`config.mk`:
```
export PLATFORM = sky130hd
export DESIGN_NAME = ring_tail_collector
export DESIGN_NICKNAME = d
export VERILOG_FILES = /design/src/rtl/ring_tail_pkg.sv /design/src/rtl/ring_tail_assembler.sv /design/src/rtl/ring_tail_fifo.sv /design/src/rtl/ring_tail_flags.sv /design/src/rtl/ring_tail_collector.sv
export SDC_FILE = /design/constraint.sdc
export NUM_CORES = 1
export LEC_CHECK = 0
export BUFFER_PORTS_ARGS = -buffer_cell sky130_fd_sc_hd__buf_2
export CORE_UTILIZATION = 37
export DETAILED_ROUTE_END_ITERATION = 6
export PLACE_DENSITY_LB_ADDON = 0.12
export SLEW_MARGIN = 20
export SYNTH_ARGS = -nofsm -noshare
export SYNTH_HDL_FRONTEND = slang
export SYNTH_SLANG_ARGS = --single-unit
```
`constraint.sdc`:
```
create_clock -name clk -period 13.23 [get_ports clk]
set_input_delay 1.323 -clock clk [delete_from_list [all_inputs] [get_ports clk]]
set_output_delay 1.323 -clock clk [all_outputs]
set_load 0.01 [all_outputs]
```
`src/rtl/ring_tail_pkg.sv`:
```
package ring_tail_pkg;

  typedef enum logic [2:0] {
    TAG_EMPTY = 3'b000,
    TAG_TOKEN = 3'b001,
    TAG_JADDR = 3'b010,
    TAG_JVAL  = 3'b011,
    TAG_RADDR = 3'b100,
    TAG_RXRES = 3'b101,
    TAG_RCLO  = 3'b110,
    TAG_RCHI  = 3'b111
  } ring_tag_e;

endpackage

```
`src/rtl/ring_tail_assembler.sv`:
```
module ring_tail_assembler #(
  parameter int DATA_W = 16
) (
  input  logic                  clk,
  input  logic                  rst,
  input  logic [2:0]            tag,
  input  logic [DATA_W-1:0]     data,
  output logic                  commit_vld,
  output logic [4*DATA_W-1:0]   commit_word,
  output logic                  seq_err
);

  // Result tags have the top bit set; the low two bits give the word's slot.
  logic              is_result;
  logic [1:0]        slot;
  logic [1:0]        stage;
  logic              in_order;
  logic [DATA_W-1:0] fld [3];

  assign is_result = tag[2];
  assign slot      = tag[1:0];
  assign in_order  = is_result && (slot == stage);

  always_ff @(posedge clk) begin
    if (rst) begin
      stage      <= 2'd0;
      commit_vld <= 1'b0;
      seq_err    <= 1'b0;
    end else begin
      commit_vld <= 1'b0;
      seq_err    <= 1'b0;
      if (in_order) begin
        if (stage == 2'd3) begin
          commit_vld <= 1'b1;
          stage      <= 2'd0;
        end else begin
          stage <= stage + 2'd1;
        end
      end else if (is_result) begin
        seq_err <= 1'b1;
        stage   <= 2'd0;
      end
    end
  end

  // Field holding registers, one per leading word of the packet.
  for (genvar i = 0; i < 3; i++) begin : g_fld
    always_ff @(posedge clk) begin
      if (in_order && stage == 2'(i)) fld[i] <= data;
    end
  end

  // Entry layout: {address, result, counter high, counter low}.
  always_ff @(posedge clk) begin
    if (in_order && stage == 2'd3) commit_word <= {fld[0], fld[1], data, fld[2]};
  end

endmodule

```
`src/rtl/ring_tail_fifo.sv`:
```
module ring_tail_fifo #(
  parameter int WORD_W = 64,
  parameter int DEPTH  = 16,
  localparam int PTR_W = (DEPTH > 1) ? $clog2(DEPTH) : 1,
  localparam int CNT_W = $clog2(DEPTH + 1)
) (
  input  logic              clk,
  input  logic              rst,
  input  logic              wr_en,
  input  logic [WORD_W-1:0] wr_word,
  input  logic              rd_en,
  output logic              rd_valid,
  output logic [WORD_W-1:0] rd_word,
  output logic [CNT_W-1:0]  count,
  output logic              drop
);

  logic [WORD_W-1:0] mem [DEPTH];
  logic [PTR_W-1:0]  wr_ptr, rd_ptr;
  logic              is_full, is_empty, do_wr, do_rd;

  assign is_full  = (count == CNT_W'(DEPTH));
  assign is_empty = (count == '0);
  assign do_wr    = wr_en && !is_full;
  assign do_rd    = rd_en && !is_empty;
  assign drop     = wr_en && is_full;

  always_ff @(posedge clk) begin
    if (do_wr) mem[wr_ptr] <= wr_word;
  end

  always_ff @(posedge clk) begin
    if (do_rd) rd_word <= mem[rd_ptr];
  end

  always_ff @(posedge clk) begin
    if (rst) begin
      wr_ptr   <= '0;
      rd_ptr   <= '0;
      count    <= '0;
      rd_valid <= 1'b0;
    end else begin
      rd_valid <= do_rd;
      if (do_wr) wr_ptr <= (wr_ptr == PTR_W'(DEPTH - 1)) ? '0 : wr_ptr + 1'b1;
      if (do_rd) rd_ptr <= (rd_ptr == PTR_W'(DEPTH - 1)) ? '0 : rd_ptr + 1'b1;
      if (do_wr && !do_rd)      count <= count + 1'b1;
      else if (do_rd && !do_wr) count <= count - 1'b1;
    end
  end

endmodule

```
`src/rtl/ring_tail_flags.sv`:
```
module ring_tail_flags (
  input  logic clk,
  input  logic rst,
  input  logic token_seen,
  input  logic seq_err,
  input  logic drop,
  input  logic clear,
  output logic done,
  output logic perr,
  output logic ovf
);

  // Setting always wins over a clear in the same cycle.
  always_ff @(posedge clk) begin
    if (rst) begin
      done <= 1'b0;
      perr <= 1'b0;
      ovf  <= 1'b0;
    end else begin
      if (token_seen) done <= 1'b1;
      else if (clear) done <= 1'b0;
      if (seq_err)    perr <= 1'b1;
      else if (clear) perr <= 1'b0;
      if (drop)       ovf  <= 1'b1;
      else if (clear) ovf  <= 1'b0;
    end
  end

endmodule

```
`src/rtl/ring_tail_collector.sv`:
```
module ring_tail_collector
  import ring_tail_pkg::*;
#(
  parameter int DATA_W = 16,
  parameter int DEPTH  = 16
) (
  input  logic                       clk,
  input  logic                       rst,
  input  logic [2:0]                 ring_tag,
  input  logic [DATA_W-1:0]          ring_data,
  input  logic                       host_pop,
  input  logic                       host_clear,
  output logic                       res_valid,
  output logic [DATA_W-1:0]          res_addr,
  output logic [DATA_W-1:0]          res_xres,
  output logic [2*DATA_W-1:0]        res_cycles,
  output logic [$clog2(DEPTH+1)-1:0] res_level,
  output logic                       batch_done,
  output logic                       proto_err,
  output logic                       overflow
);

  localparam int ENTRY_W = 4 * DATA_W;

  logic               commit_vld, seq_err, drop;
  logic [ENTRY_W-1:0] commit_word, rd_word;

  ring_tail_assembler #(.DATA_W(DATA_W)) u_asm (
    .clk         (clk),
    .rst         (rst),
    .tag         (ring_tag),
    .data        (ring_data),
    .commit_vld  (commit_vld),
    .commit_word (commit_word),
    .seq_err     (seq_err)
  );

  ring_tail_fifo #(.WORD_W(ENTRY_W), .DEPTH(DEPTH)) u_buf (
    .clk      (clk),
    .rst      (rst),
    .wr_en    (commit_vld),
    .wr_word  (commit_word),
    .rd_en    (host_pop),
    .rd_valid (res_valid),
    .rd_word  (rd_word),
    .count    (res_level),
    .drop     (drop)
  );

  ring_tail_flags u_flags (
    .clk        (clk),
    .rst        (rst),
    .token_seen (ring_tag == TAG_TOKEN),
    .seq_err    (seq_err),
    .drop       (drop),
    .clear      (host_clear),
    .done       (batch_done),
    .perr       (proto_err),
    .ovf        (overflow)
  );

  assign res_addr   = rd_word[4*DATA_W-1:3*DATA_W];
  assign res_xres   = rd_word[3*DATA_W-1:2*DATA_W];
  assign res_cycles = rd_word[2*DATA_W-1:0];

endmodule

```
==> flow_summary.toml <==
[floorplanning]
i_o_pin_total = 96
dieHeight_microns = 350
initial_core_util_pct = 37.3
placeable_core_region_sq_um = 120000
rows = 127
horizontal_die_dimension_microns = 350
die-area_sq_um = 122000

[cells_and_area]
mostFrequentLayoutCell = "sky130_fd_sc_hd__edfxtp_1"
nets = 2109
drive_gt1_share_pct = 28.1
flow.area_growth_from_synthesis_pct = 14.8
most_used_cells_in_the_layout_excluding_fill_and_tap_cells = "sky130_fd_sc_hd__edfxtp_1 (1200), sky130_fd_sc_hd__mux4_2 (256), sky130_fd_sc_hd__clkbuf_16 (135), sky130_fd_sc_hd__a22oi_1 (129), sky130_fd_sc_hd__buf_2 (95)"

[global_route]
grt_antenna_before_repair = 10
grt_remaining_overflow = 0
grt_start_max_net_pins = 149
groute.usage.overall_pct = 18.8
first_global_vias = 21300
grt_pass1_wl_mm = 160

[detailed_routing]
drc_errors = 0
via_per_inst = 5.32
vias = 20200
drt_first_iter_violations = 1732
drt-pass1-iter-count = 5
wire_per_inst_microns = 29.8
final_routed_wirelength_mm = 113
antenna_violating_nets_post_route = 0

[yosys]
synthesis.nets = 1920
synth.largest_area_cell = "sky130_fd_sc_hd__edfxtp_1"
syn_area_per_cell_sq_um = 23.8
synthesis.yosys.warnings = 0
part_of_the_yosys_area_used_for_sequential_elements_pct = 81.5
synth-async-reset-ratio_pct = 0
synthesis.area_sq_um = 44700
synth_flop_cell = "sky130_fd_sc_hd__edfxtp_1"
syn-instance-count = 1883
ys_top_cells_by_area = "sky130_fd_sc_hd__edfxtp_1 (81%), sky130_fd_sc_hd__mux4_2 (13%), sky130_fd_sc_hd__a22oi_1 (2.2%)"
synth_seq_cells = 1221
synth_cell_types = 44
synth-edff-count = 1200
portion_of_synthesized_cell_area_occupied_by_the_leading_cell_type_pct = 80.5

[clock_network]
post_cts_resized = 0
clk_pin_slew_worst_paths_ns = 0.06
clock_sinks = 1221
cts.root.buffer_cell = "sky130_fd_sc_hd__clkbuf_16"
tritoncts = "yes"
ctsLongestPathBuffers = 3
cts.hold.buffers_added = 0
cts.htree.levels = 4
worst_skew_pair.late_latency_ns = 0.74
post-cts-setup-buffers = 0
tritoncts.num_buffers = 132

[setup_path]
r2r_cells = 5
worstSetupEndpointType = "register"
setup.worst_path.start_class = "register"
worst-setup-path-type = "register to register"
reg_to_reg_endpoint = "u_buf.rd_word[58]$_DFFE_PP_"
worst-r2r-setup-slack_ns = 9.52
timing.critical_path.required_ns = 13.69
cp_max_fo = 46
cp.arrival_ns = 4.17
r2r-start = "u_buf.rd_ptr[0]$_SDFFE_PP0P_"

[worst_hold_path]
worstHoldPathType = "register to register"
min-delay-start = "u_asm.fld[0][33]$_DFFE_PP_"
timing.hold.worst_path_depth = 0
whs_endpoint = "u_asm.commit_word[1]$_DFFE_PP_"

[timing]
timing.final.max_slew_violations = 0
tightestPinTransition_ns = 1.07
finClkSkew_ns = 0.0186
hold_slack_ns = 0.406
fmax_mhz = 269
final_hold_viol_count = 0
setup_total_negative_slack_ns = 0
setup_viol = 0
timing.final.crit_share_pct = 28.1
rsz0062_at_grt = "no"
slew_headroom_pct = 28.8
layout_min_cycle_time_ns = 3.71

[place]
port_buffers = 95
place_congestion = 0.709
hpwl_mm = 55.3

[power_and_ir_drop]
leakagePower_nw = 15.9
power.density_cell_area_nw_per_um2 = 178
max_vdd_drop_mv = 0.121

[run]
max-cap-violations = 0

[outcome]
status = "finished clean"
through the flow:
stage / area (sq um) / power, mW / std cells / worst slack, ns / util, %
floorplan: 44700 / 5.45 / 1883 / 7.24 / -
global placement: 47300 / 5.79 / 3550 / 9.38 / 39.4
detailed placement: 47300 / 5.79 / 3550 / 9.35 / 39.4
CTS: 51400 / 9.29 / 3786 / 9.34 / 42.8
global route: 51400 / 9.51 / 3786 / 9.12 / 42.8
finish: 51400 / 9.16 / 3789 / 9.52 / 42.8
report_power, final:
group          total (mW)  leakage (nW)  switching (mW)  internal (mW)
logic                1.22          2.91           0.595          0.628
registers            4.44          11.0           0.109           4.33
clock network        3.50          1.99            1.47           2.03
total                9.16          15.9            2.17           6.98
worst max path at each step:
stage,startpoint,endpoint,slack [ns],cells past startpoint
after global routing,u_buf.rd_ptr[0]$_SDFFE_PP0P_,u_buf.rd_word[58]$_DFFE_PP_,9.12,5
final,u_buf.rd_ptr[0]$_SDFFE_PP0P_,u_buf.rd_word[58]$_DFFE_PP_,9.52,5
after CTS,u_buf.rd_ptr[0]$_SDFFE_PP0P_,u_buf.rd_word[58]$_DFFE_PP_,9.34,5
after global placement,u_buf.rd_ptr[0]$_SDFFE_PP0P_,u_buf.rd_word[58]$_DFFE_PP_,9.38,5
after floorplan,u_buf.count[0]$_SDFFE_PP0P_,u_buf.mem[0][0]$_DFFE_PP_,7.24,4
after detailed placement,u_buf.rd_ptr[0]$_SDFFE_PP0P_,u_buf.rd_word[58]$_DFFE_PP_,9.35,5
flip-flops by register name, indices dropped and copies added, names as in the netlist:
signal,flops
u_asm.commit_word,64
u_asm.commit_vld,1
u_buf.rd_word,64
u_asm.fld,48
u_buf.rd_ptr,4
u_asm.stage,2
u_asm.seq_err,1
u_flags.ovf,1
u_buf.wr_ptr,4
u_flags.done,1
u_buf.mem,1024
u_flags.perr,1
u_buf.count,5
u_buf.rd_valid,1
cells in the mapped netlist, drive strengths merged (5+ instances only):
cell type,n
buf,39
ha,13
mux4,256
nor2,33
nand2,75
and2,5
clkbuf,52
dfxtp,21
a22oi,129
edfxtp,1200
a21oi,7
inv,8
cell families (layout without fill, tap and decap cells):
family | after synthesis | in the layout | synth area share, %
buffers and inverters | 99 | 390 | 1.20
adders and majority gates | 14 | 14 | 0.408
AOI/OAI and AO/OA | 152 | 152 | 2.59
muxes | 260 | 260 | 13.0
xor gates and xnor gates | 6 | 6 | 0.117
and+or+nand+nor | 131 | 131 | 1.23
DFF | 1221 | 1221 | 81.5
other | 0 | 3 | 0
layout make-up:
type	count	area, sq um
clock inverter	74	602
timing repair buffer	146	883
multi-input combinational	563	7890
tap	1612	2020
fill	10200	68600
sequential	1221	36500
inverter	8	32.5
antenna	3	7.51
clock buffer	162	3480
metal layers:
metal	wire, microns	GRT usage, %	share of wire, %	vias to the layer above
met5	0	0	0	-
met4	2470	5.35	2.2	0
met3	6170	3.23	5.5	139
met2	56200	31.3	50	604
met1	48200	25.5	43	11000
li1	-	-	-	8410
critical path: stages, from the launching register on:
cell and delay (ns):
sky130_fd_sc_hd__dfxtp_4 0.79, sky130_fd_sc_hd__buf_4 0.73, sky130_fd_sc_hd__buf_4 0.84, sky130_fd_sc_hd__mux4_2 0.60, sky130_fd_sc_hd__a22oi_1 0.20, sky130_fd_sc_hd__nand2_1 0.14
(Power assumes the default switching activity.)
